File: config.mk
export PLATFORM = sky130hd
export DESIGN_NAME = pll_ctrl_regs
export DESIGN_NICKNAME = d
export VERILOG_FILES = /design/src/rtl/pllc_pkg.sv /design/src/rtl/pllc_sync.sv /design/src/rtl/pllc_edge.sv /design/src/rtl/pll_ctrl_regs.sv
export SDC_FILE = /design/constraint.sdc
export NUM_CORES = 1
export LEC_CHECK = 0
export BUFFER_PORTS_ARGS = -buffer_cell sky130_fd_sc_hd__buf_4
export CORE_MARGIN = 4
export CORE_UTILIZATION = 50
export DETAILED_ROUTE_END_ITERATION = 16
export GPL_TIMING_DRIVEN = 0
export PLACE_DENSITY_LB_ADDON = 0.3
export SLEW_MARGIN = 0
export SYNTH_ARGS = -nofsm -noshare
export SYNTH_HDL_FRONTEND = slang
export SYNTH_SLANG_ARGS = --single-unit
File: constraint.sdc
create_clock -name clk_i -period 1.9 [get_ports clk_i]
set_clock_uncertainty 0.05 [all_clocks]
set_input_delay 0 -clock clk_i [delete_from_list [all_inputs] [get_ports clk_i]]
set_output_delay 0 -clock clk_i [all_outputs]
set_load 0.02 [all_outputs]
File: src/rtl/pllc_pkg.sv
package pllc_pkg;

    localparam int FLD_W = 4;

    // CTRL bit positions
    localparam int B_PLL_ON  = 0;
    localparam int B_CLK_SEL = 1;
    localparam int B_IRQ_EN  = 2;
    localparam int B_FLAG    = 3;
    localparam int B_AUTO    = 4;
    localparam int B_LOCK    = 5;

    typedef struct packed {
        logic             pll_on;
        logic             clk_sel;
        logic             irq_en;
        logic             flag;
        logic             auto_mode;
        logic [FLD_W-1:0] mult;
        logic [FLD_W-1:0] range;
    } pllc_state_t;

endpackage

File: src/rtl/pllc_sync.sv
module pllc_sync #(
    parameter int STAGES = 2
) (
    input  logic clk_i,
    input  logic rst_ni,
    input  logic d_i,
    output logic q_o
);
    logic [STAGES-1:0] chain_q;

    generate
        if (STAGES == 1) begin : g_single
            always_ff @(posedge clk_i or negedge rst_ni) begin
                if (!rst_ni) chain_q <= '0;
                else         chain_q <= d_i;
            end
        end else begin : g_multi
            always_ff @(posedge clk_i or negedge rst_ni) begin
                if (!rst_ni) chain_q <= '0;
                else         chain_q <= {chain_q[STAGES-2:0], d_i};
            end
        end
    endgenerate

    assign q_o = chain_q[STAGES-1];
endmodule

File: src/rtl/pllc_edge.sv
module pllc_edge (
    input  logic clk_i,
    input  logic rst_ni,
    input  logic lvl_i,
    output logic toggle_o
);
    logic prev_q;

    always_ff @(posedge clk_i or negedge rst_ni) begin
        if (!rst_ni) prev_q <= 1'b0;
        else         prev_q <= lvl_i;
    end

    assign toggle_o = lvl_i ^ prev_q;
endmodule

File: src/rtl/pll_ctrl_regs.sv
module pll_ctrl_regs
    import pllc_pkg::*;
#(
    parameter int               ADDR_W      = 4,
    parameter int               DATA_W      = 8,
    parameter int               SYNC_STAGES = 2,
    parameter logic [ADDR_W-1:0] CTRL_ADDR  = 0,
    parameter logic [ADDR_W-1:0] FREQ_ADDR  = 1,
    parameter logic [FLD_W-1:0] MULT_RST    = 4'd1,
    parameter logic [FLD_W-1:0] RANGE_RST   = 4'd6
) (
    input  logic              clk_i,
    input  logic              rst_ni,
    input  logic [ADDR_W-1:0] addr_i,
    input  logic              wr_en_i,
    input  logic              rd_en_i,
    input  logic [DATA_W-1:0] wdata_i,
    output logic [DATA_W-1:0] rdata_o,
    input  logic              lock_i,
    output logic              pll_on_o,
    output logic              clk_sel_o,
    output logic [FLD_W-1:0]  mult_o,
    output logic [FLD_W-1:0]  range_o,
    output logic              irq_o
);
    localparam int FREQ_W = 2 * FLD_W;

    pllc_state_t st_d, st_q;
    logic        lock_sync;
    logic        lock_toggle;
    logic        wr_ctrl, wr_freq, rd_ctrl;

    pllc_sync #(.STAGES(SYNC_STAGES)) u_sync (
        .clk_i  (clk_i),
        .rst_ni (rst_ni),
        .d_i    (lock_i),
        .q_o    (lock_sync)
    );

    pllc_edge u_edge (
        .clk_i    (clk_i),
        .rst_ni   (rst_ni),
        .lvl_i    (lock_sync),
        .toggle_o (lock_toggle)
    );

    assign wr_ctrl = wr_en_i && (addr_i == CTRL_ADDR);
    assign wr_freq = wr_en_i && (addr_i == FREQ_ADDR);
    assign rd_ctrl = rd_en_i && (addr_i == CTRL_ADDR);

    always_comb begin
        st_d = st_q;
        if (wr_freq && !st_q.pll_on) begin
            st_d.mult  = wdata_i[FLD_W-1:0];
            st_d.range = wdata_i[FREQ_W-1:FLD_W];
        end
        if (wr_ctrl) begin
            st_d.pll_on    = wdata_i[B_PLL_ON];
            st_d.clk_sel   = wdata_i[B_CLK_SEL];
            st_d.irq_en    = wdata_i[B_IRQ_EN];
            st_d.auto_mode = wdata_i[B_AUTO];
        end
        // zero range code disables the PLL and pins the clock source
        if (st_d.range == '0) begin
            st_d.pll_on  = 1'b0;
            st_d.clk_sel = 1'b0;
        end
        // read clears, a detected lock change in the same cycle wins
        if (rd_ctrl)                           st_d.flag = 1'b0;
        if (st_q.auto_mode && lock_toggle)     st_d.flag = 1'b1;
        if (!st_d.auto_mode)                   st_d.flag = 1'b0;
    end

    always_ff @(posedge clk_i or negedge rst_ni) begin
        if (!rst_ni) begin
            st_q <= '{pll_on: 1'b0, clk_sel: 1'b0, irq_en: 1'b0, flag: 1'b0,
                      auto_mode: 1'b0, mult: MULT_RST, range: RANGE_RST};
        end else begin
            st_q <= st_d;
        end
    end

    always_comb begin
        rdata_o = '0;
        if (addr_i == CTRL_ADDR) begin
            rdata_o[B_PLL_ON]  = st_q.pll_on;
            rdata_o[B_CLK_SEL] = st_q.clk_sel;
            rdata_o[B_IRQ_EN]  = st_q.irq_en;
            rdata_o[B_FLAG]    = st_q.flag;
            rdata_o[B_AUTO]    = st_q.auto_mode;
            rdata_o[B_LOCK]    = lock_sync;
        end else if (addr_i == FREQ_ADDR) begin
            rdata_o[FREQ_W-1:0] = {st_q.range, st_q.mult};
        end
    end

    assign pll_on_o  = st_q.pll_on;
    assign clk_sel_o = st_q.clk_sel;
    assign mult_o    = st_q.mult;
    assign range_o   = st_q.range;
    assign irq_o     = st_q.flag & st_q.irq_en;
endmodule

; Word-level counts from Yosys, hierarchy flattened
; Index checks and enable logic that the tools add are counted.
[word_totals]
mem_bits_ro = 0
register_bits = 16
mem_bits_rw = 0
memories = 0
latch_bits = 0
wordCells = 32
[op_classes]
eq_ne = 2
shifts = 0
div = 0
multipliers = 0
n_mux = 10
n_addsub = 0
n_bitwise = 2
reduce_logical = 9
magnitude_cmp = 0
[ops]
columns = op, n
row1 = logical NOT 4 bit, 2
row2 = 2-to-1 mux 8 bit, 1
row3 = 2-to-1 mux 6 bit, 1
row4 = logical AND 1 bit, 5
row5 = == test 4 x 1 -> 1 bit (second input constant), 1
row6 = 2-to-1 mux 1 bit, 4
row7 = 2-to-1 mux 2 bit, 2
row8 = 2-to-1 mux 4 bit, 1
row9 = 2-to-1 mux 3 bit, 1
row10 = inequality test 3 x 1 -> 1 bit (second input constant), 1
row11 = nonzero test 2 bit, 1
row12 = AND 1 bit, 1
row13 = logical NOT 1 bit, 1
row14 = XOR 1 bit, 1

; Logic depth before layout (Yosys ltp)
; Gate-level depths: netlist of run 1.
[depth]
depth_word = 6
mapped_depth = 4
mapped_depth_nobuf = 3

; Hierarchy
; Synthesis of run 1 repeated with hierarchy kept, for this count alone.
[hier_totals]
cells_unflattened = 76
hier_area_um2 = 888.4
[modules_own_cells]
columns = mod, cells_each, seq_area_each_um2, instances, area_per_inst_um2
row1 = pll_ctrl_regs, 72, 329.1, 1, 804.5
row2 = pllc_sync, 2, 50.0, 1, 50.0
row3 = pllc_edge, 2, 25.0, 1, 33.8

; Worst setup path before layout of run 1
; OpenSTA, ideal clock, no wires.
[synth_path]
path_kind = flip-flop to flip-flop
start = register st_q, in the netlist pll_on_o
end = register st_q, in the netlist mult_o[1]
synth_period_minus_slack_ps = 1278
setup_time_ps = 125
stages_incl_launch_ff = 4
t_required_ps = 1725
path_buffers = 0
t_arrival_ps = 1103
setup_slack_ps = 622
cell_sequence = dfrtp_1 > nor2b_1 > nand2_4 > mux2_2
[synth_between]
elab_chain_len = 2
[synth_lines]
columns = item, line_no
row1 = from (decl), pll_ctrl_regs.sv:28  ; pllc_state_t st_d, st_q;
row2 = from (signal assigned), pll_ctrl_regs.sv:76  ; st_q <= '{pll_on: 1'b0, clk_sel: 1'b0, irq_en: 1'b0, flag: 1'b0,
row3 = from (signal assigned), pll_ctrl_regs.sv:79  ; st_q <= st_d;
row4 = logical NOT 1 bit, pll_ctrl_regs.sv:53  ; if (wr_freq && !st_q.pll_on) begin
row5 = logical AND 1 bit, pll_ctrl_regs.sv:53
; Every way passes these cells.
; A chain may end at the register's enable or synchronous reset.

; Final worst setup path of run 1
[layout_path]
start = input port addr_i[0]
end = output port rdata_o[4]
[layout_between]
elab_chain_len = 3
word_cells_on_any_way = 4
[layout_lines]
columns = item, line_no
row1 = from (decl), pll_ctrl_regs.sv:14  ; input logic [ADDR_W-1:0] addr_i,
row2 = == test 4 x 1 -> 1 bit, pll_ctrl_regs.sv:92  ; end else if (addr_i == FREQ_ADDR) begin
row3 = 2-to-1 mux 8 bit, pll_ctrl_regs.sv:92
row4 = 2-to-1 mux 6 bit (*), pll_ctrl_regs.sv:85  ; if (addr_i == CTRL_ADDR) begin
row5 = to (decl), pll_ctrl_regs.sv:18  ; output logic [DATA_W-1:0] rdata_o,
; Mark *: on every way between the ends. The rest lies on a longest branch, timed or not.

==> reports/metrics.cfg, run 1 <==
[yosys]
postSynthNetCount=93
syn_area_per_cell_um2=11.5
async_flop_share_pct=100
synth.area.top_cells=sky130_fd_sc_hd__dfrtp_1, sky130_fd_sc_hd__mux2_2, sky130_fd_sc_hd__dfstp_2
seq_area_frac_synth_pct=46.3
yosys_register_bits=16
yosysMostFrequentCell=sky130_fd_sc_hd__dfrtp_1
synth_top_area_cell=sky130_fd_sc_hd__dfrtp_1
netlist_instances=76
synth_top_cell_area_share_pct=37.2
synth-main-ff-cell=sky130_fd_sc_hd__dfrtp_1
yosysWarningCount=0
synth-edff-count=0
unique_masters_post_synth=28
synth_area_um2=873
synth_top_cells_by_count=sky130_fd_sc_hd__dfrtp_1, sky130_fd_sc_hd__mux2_2, sky130_fd_sc_hd__buf_4

[routing]
wl_per_cell_um=14.6
postRouteAntennaNets=0
avgViaCountPerCell=5.15
vias=731
post-route-drc-count=0
wl_um=2080
detailedRoute.firstPassIterationCount=4
initialDrtViolationCount=6

[worst_setup_path]
crit_path_end_kind=output pin
setup.worst_path.start_class=input port
cp_common_cell=sky130_fd_sc_hd__buf_4
ff2ff_setup_slack_ps=520
arrival_ps=1410
critical_path.slowest_cell=sky130_fd_sc_hd__dlygate4sd3_1
setup.worst_path.class=input port to output pin
worst_ep_required_time_ps=1850
rr_worst_depth=3
critical_path_peak_fanout=10
crit_path_largest_cell_delay_ps=520
critical_path.reg2reg.endpoint=clk_sel_o$_DFFE_PN0P_
critical_register_to_register_path_startpoint=range_o[0]$_DFF_PN0_
crit_path_cell_trace=dlygate4sd3_1 -> buf_4 -> buf_2 -> mux2i_1 -> nor2_1 -> buf_4

[job]
drv_cap=0

[clock_network]
clock_sink_count=16
root_cell_of_the_clock_tree=sky130_fd_sc_hd__clkbuf_4
path_clk_slew_ps=90
postCtsSetupRepairBufs=0
tritoncts=done
max-clock-path-buffers=2
cts_made_buffers=3
cts_htree_levels=1
clk-insertion-delay-late_ps=280

[layout]
flow.area_growth_from_synthesis_pct=49.1
sequential_cell_area_um2=404
layoutNonFillerInstCount=142
multi_input_area_um2=393
num_antenna_cells=0
share_of_layout_cells_above_drive_strength_1_pct=52.4
finish.net_count=144
layout.filler_cells=95

[floorplanning]
floorplan.die_area_mm2=0.00248
placement_rows=14
die_width_um=49.8
design.portCount=36
core_area_mm2=0.00158
die_height_um=49.8
initial_core_util_pct=55.4

[timing]
slew_headroom_pct=71.2
setup_tns_ps=0
setup-violations-final=0
whs_ps=11.8
hold_violations=0
achievable-frequency_mhz=687
final_critical_path_share_of_the_clock_period_pct=76.6
rsz0062_at_grt=no
period_needed_ps=1460
max_slew.worst_pin.slew_ps=430
slew_viol_final=0

[place]
place_congestion=0.774
buffer_ports.inserted=35
post-dp-hpwl_um=1450
post-place-cells=127

[min_path]
whs_endpoint=pll_on_o$_DFFE_PN0P_
whs_path_depth=4
hold_class=input port to flop
timing.hold.worst.start=addr_i[2]

[grt]
antenna_violations_before_repair=0
first_global_vias=734
groute.usage.overall_pct=18.7
grt_max_degree=17
wire_length_of_the_first_global_routing_pass_um=3510
grt_remaining_overflow=0

[power]
pwr_density_cell_mw_per_mm2=825
p_leak_nw=0.644
peakVddDrop_uv=663

[outcome]
status=finished clean

[cell families (layout without fill, tap and decap cells)]
group / count (synthesis) / count (layout) / synth area share, %
buffers and inverters: 12 / 62 / 8.74
muxes: 16 / 16 / 19.8
and+or+nand+nor: 23 / 23 / 18.2
AOI/OAI and AO/OA: 8 / 8 / 6.02
xor gates and xnor gates: 1 / 1 / 1.00
DFF: 16 / 16 / 46.3
[where the power goes]
part	switching (W)	internal [W]	total, W	leakage (nW)
clock network	0.000104	0.000117	0.000221	0.0210
registers	0.0000513	0.000413	0.000465	0.193
logic	0.000170	0.000219	0.000389	0.430
total	0.000326	0.000749	0.00107	0.644
[timing repair]
| item | in CTS | in global routing |
|---|---|---|
| hold endpoints to repair | 29 | 0 |
| gates resized for setup | 0 | 0 |
| hold buffers | 11 | 0 |
[flip-flops by register name, summed over array words and instances (netlist names)]
name	flops
st_q	3
mult_o	4
u_sync.chain_q	2
u_edge.prev_q	1
range_o	4
pll_on_o	1
clk_sel_o	1
[critical path: cells and delay by family]
family                 cells  cell delay (ps)
and+or+nand+nor            1               70
buffers and inverters      4             1100
muxes                      1              230
[worst max path at each step]
stage | startpoint | end | slack (ps) | cells after the start
2_1_floorplan | pll_on_o$_DFFE_PN0P_ | mult_o[1]$_DFFE_PN0N_ | 620 | 3
3_5_place_dp | range_o[0]$_DFF_PN0_ | clk_sel_o$_DFFE_PN0P_ | 540 | 3
5_1_grt | addr_i[0] | rdata_o[4] | 400 | 6
4_1_cts | addr_i[0] | rdata_o[4] | 440 | 6
6_report | addr_i[0] | rdata_o[4] | 440 | 6
3_3_place_gp | range_o[0]$_DFF_PN0_ | pll_on_o$_DFFE_PN0P_ | 560 | 3
[per-stage QoR]
stage	setup WS (ps)	cell area (um2)	util (%)	total power [W]
global route	399	1300	82.6	0.00115
finish	444	1300	82.6	0.00107
floorplan	622	873	-	0.000691
global placement	562	1160	73.3	0.000830
CTS	440	1300	82.6	0.00108
detailed placement	535	1160	73.3	0.000840
[cells in the final DEF (no fill, tap or decap)]
master,instances
sky130_fd_sc_hd__a21oi_1,1
sky130_fd_sc_hd__and2_1,1
sky130_fd_sc_hd__a41oi_1,1
sky130_fd_sc_hd__dlygate4sd3_1,11
sky130_fd_sc_hd__a211oi_1,2
sky130_fd_sc_hd__or3_2,1
sky130_fd_sc_hd__nor2_4,1
sky130_fd_sc_hd__nand3_1,2
sky130_fd_sc_hd__a311oi_1,1
sky130_fd_sc_hd__or4b_4,1
sky130_fd_sc_hd__clkbuf_1,1
sky130_fd_sc_hd__mux2i_1,6
sky130_fd_sc_hd__dfstp_2,3
sky130_fd_sc_hd__nor3_1,2
sky130_fd_sc_hd__dfrtp_1,13
sky130_fd_sc_hd__nor2_1,6
sky130_fd_sc_hd__or4_1,1
sky130_fd_sc_hd__nor4_1,1
sky130_fd_sc_hd__o21ai_0,3
sky130_fd_sc_hd__inv_1,2
sky130_fd_sc_hd__nand2_1,1
sky130_fd_sc_hd__nor2b_1,1
sky130_fd_sc_hd__buf_4,43
sky130_fd_sc_hd__buf_2,1
sky130_fd_sc_hd__mux2_2,10
sky130_fd_sc_hd__and3_1,3
sky130_fd_sc_hd__xnor2_1,1
sky130_fd_sc_hd__nand2_4,1
sky130_fd_sc_hd__nor4b_4,1
sky130_fd_sc_hd__clkbuf_4,3
sky130_fd_sc_hd__clkbuf_8,1
[cell type report]
cell class,count,area share (%)
repair buffers,46,28.6
well taps,16,1.54
multi-input cells,48,30.2
clock buffers,4,2.79
plain buffers,10,5.28
flip-flops and latches,16,31.0
inverters,2,0.576
[per-layer routing]
| layer | share of wire (%) | global-route usage (%) |
|---|---|---|
| met1 | 42 | 21.9 |
| met2 | 53 | 34.8 |
| met3 | 3.7 | 2.71 |
| met4 | 0.48 | 5.53 |
| met5 | 0 | 0 |
No activity file was read; power rests on OpenSTA's default activity.
==> run 2: changes to the inputs <==
--- a/config.mk
+++ b/config.mk
@@ -7,7 +7,7 @@
 export LEC_CHECK = 0
 export BUFFER_PORTS_ARGS = -buffer_cell sky130_fd_sc_hd__buf_4
 export CORE_MARGIN = 4
-export CORE_UTILIZATION = 50
+export CORE_UTILIZATION = 42
 export DETAILED_ROUTE_END_ITERATION = 16
 export GPL_TIMING_DRIVEN = 0
 export PLACE_DENSITY_LB_ADDON = 0.3
==> constraint.sdc (replaced) <==
create_clock -name clk_i -period 1.3 [get_ports clk_i]
set_clock_uncertainty 0.05 [all_clocks]
set_input_delay 0 -clock clk_i [delete_from_list [all_inputs] [get_ports clk_i]]
set_output_delay 0 -clock clk_i [all_outputs]
set_load 0.02 [all_outputs]
==> run 2 against run 1 <==
Effect of this change:
- combinational power increased by 52%
- die area increased by 16%
- sequential power increased by 46%
- via count increased by 4.2%
- utilization decreased by 15 points
- critical endpoint is now pll_on_o$_DFFE_PN0P_
- largest power group unchanged
- highest routed layer unchanged
==> reports/metrics.cfg, run 2 (synthesized netlist as in run 1, its figures left out) <==
[worst_setup_path]
setup.worst_path.start_class=flop  ; was input port
timing.critical_path.max_delay_family=simple AND/OR/NAND/NOR gates  ; was buffers and inverters
arrival_ps=1420  ; was 1410 ps
critical_path_peak_fanout=4  ; was 10
depth_of_the_critical_timing_path_with_buffers_and_inverters_included=3  ; was 6
critical_path.slowest_cell=sky130_fd_sc_hd__or4_4  ; was sky130_fd_sc_hd__dlygate4sd3_1
crit_path_cell_trace=or4_4 -> a21oi_4 -> a211oi_1  ; was dlygate4sd3_1 -> buf_4 -> buf_2 -> mux2i_1 -> nor2_1 -> buf_4
rr_worst_depth=3  ; unchanged
crit_buf_inv=0  ; was 4
crit_path_largest_cell_delay_ps=540  ; was 520 ps
worst_ep_required_time_ps=1420  ; was 1850 ps
setup.worst_path.class=flop to flop  ; was input port to output pin
crit_path_end_kind=flop  ; was output pin

[timing]
whs_ps=27.4  ; was 11.8 ps
final_critical_path_share_of_the_clock_period_pct=100
rsz0062_at_grt=yes  ; was no
finalWorstSetupSlack_ps=0.578  ; was 444 ps
slew_headroom_pct=65.0  ; was 71.2%
max_slew.worst_pin.slew_ps=523  ; was 430 ps
hold_violations=0  ; unchanged
setup_tns_ps=0  ; unchanged
slew_viol_final=0  ; unchanged
setup-violations-final=0  ; unchanged
achievable-frequency_mhz=770
period_needed_ps=1300

[power]
power.total_w=0.00156  ; was 0.00107 W
p_leak_nw=0.647  ; was 0.644 nW
peakVddDrop_uv=728  ; was 663 uV
pwr_density_cell_mw_per_mm2=1170  ; was 825 mW/mm2

[routing]
wl_per_cell_um=13.5  ; was 14.6 um
detailedRoute.firstPassIterationCount=4  ; unchanged
initialDrtViolationCount=1  ; was 6
wl_um=2070  ; was 2080 um
vias=762  ; was 731
postRouteAntennaNets=0  ; unchanged
avgViaCountPerCell=4.98  ; was 5.15
post-route-drc-count=0  ; unchanged

[clock_network]
max-clock-path-buffers=2  ; unchanged
cts_htree_levels=1  ; unchanged
clk-insertion-delay-late_ps=280  ; about the same
clock_sink_count=16  ; unchanged
path_clk_slew_ps=100  ; was 90 ps
tritoncts=done  ; unchanged
cts_made_buffers=3  ; unchanged
root_cell_of_the_clock_tree=sky130_fd_sc_hd__clkbuf_4  ; unchanged

[grt]
groute.usage.overall_pct=16.6  ; was 18.7%
grt_max_degree=17  ; unchanged
first_global_vias=774  ; was 734
wire_length_of_the_first_global_routing_pass_um=3420  ; was 3510 um
antenna_violations_before_repair=0  ; unchanged
grt_remaining_overflow=0  ; unchanged

[outcome]
status=finished clean  ; unchanged

[place]
place_congestion=0.851  ; was 0.774
buffer_ports.inserted=35  ; unchanged
detailed_place.area_mm2=0.00117  ; was 0.00116 mm2
dp_worst_setup_slack_ps=-72.5  ; was 535 ps
post-dp-hpwl_um=1500  ; was 1450 um

[floorplanning]
initial_core_util_pct=44.5  ; was 55.4%
design.portCount=36  ; unchanged
placement_rows=16  ; was 14
die_width_um=53.6  ; was 49.8 um
core_area_mm2=0.00196  ; was 0.00158 mm2
die_height_um=53.6  ; was 49.8 um
floorplan.die_area_mm2=0.00287  ; was 0.00248 mm2

[layout]
final_common_cell=sky130_fd_sc_hd__buf_4  ; unchanged
finish.net_count=144  ; unchanged
flow.area_growth_from_synthesis_pct=51.9  ; was 49.1%
num_antenna_cells=0  ; unchanged
share_of_layout_cells_above_drive_strength_1_pct=54.8  ; was 52.4%
mostFrequentLayoutCells=sky130_fd_sc_hd__buf_4, sky130_fd_sc_hd__dfrtp_1, sky130_fd_sc_hd__mux2_2, sky130_fd_sc_hd__dlygate4sd3_1  ; was sky130_fd_sc_hd__buf_4, sky130_fd_sc_hd__dfrtp_1, sky130_fd_sc_hd__dlygate4sd3_1
final_cell_area_mm2=0.00133  ; was 0.00130 mm2
layout.filler_cells=162  ; was 95

[job]
drv_cap=0  ; unchanged

[min_path]
hold_class=input port to flop  ; unchanged
whs_path_depth=4  ; unchanged

## run 2: changes by cell type in the layout (fill, tap and decap cells not counted), sizes merged
cell         previous run  this run
dlygate4sd3            11        10
buf                    44        45
## run 2: per-stage QoR
step           cells  utilization (%)
6_report         153             67.6
5_1_grt          153             67.6
4_1_cts          153             67.0
3_5_place_dp     138             59.6
3_3_place_gp     138             59.6
2_1_floorplan     76                -
## run 2: cell type report
cell class | instances | area, um2 | share of cell area (%)
multi-input combinational | 48 | 415 | 31.3
sequential | 16 | 404 | 30.5
timing repair buffer | 46 | 370 | 27.9
buffer | 10 | 68.8 | 5.19
tap | 27 | 33.8 | 2.55
clock buffer | 4 | 26.3 | 1.98
inverter | 2 | 7.51 | 0.566
## run 2: worst register-to-register path, stage by stage, from the launching register on
cell	delay (ps)
sky130_fd_sc_hd__dfstp_2	390
sky130_fd_sc_hd__or4_4	540
sky130_fd_sc_hd__a21oi_4	140
sky130_fd_sc_hd__a211oi_1	70
## run 2: layer usage
layer / vias up / global-route usage [%] / wire length, um
met1: 363 / 19.7 / 856
met3: 4 / 3.88 / 114
met5: - / 0 / 0
met2: 25 / 27.8 / 1060
met4: 0 / 8.94 / 46
li1: 370 / - / -
## run 2: path summary, 6_finish.rpt
| check | start | end | slack [ps] |
|---|---|---|---|
| max in group asynchronous | rst_ni | range_o[2]$_DFF_PN1_ | 900 |
| min in group asynchronous | rst_ni | clk_sel_o$_DFFE_PN0P_ | 60 |
| worst max-delay path | range_o[2]$_DFF_PN1_ | pll_on_o$_DFFE_PN0P_ | 0.6 |
| worst min-delay path | addr_i[1] | clk_sel_o$_DFFE_PN0P_ | 30 |
| worst max register to register | range_o[2]$_DFF_PN1_ | pll_on_o$_DFFE_PN0P_ | 0.6 |
| worst min register to register | u_sync.chain_q[0]$_DFF_PN0_ | u_sync.chain_q[1]$_DFF_PN0_ | 320 |
## run 2: repair_timing
item,in CTS,in global routing
hold buffers,10,0
resized for setup,3,2
endpoints found under the hold margin,29,0
pin swaps,0,1
setup buffers,1,0
setup endpoints to repair,7,7
## run 2: where the power goes
| part | internal [W] | total [W] | switching [W] |
|---|---|---|---|
| logic | 0.000339 | 0.000593 | 0.000254 |
| registers | 0.000605 | 0.000681 | 0.0000760 |
| clock network | 0.000119 | 0.000283 | 0.000163 |
| total | 0.00106 | 0.00156 | 0.000493 |
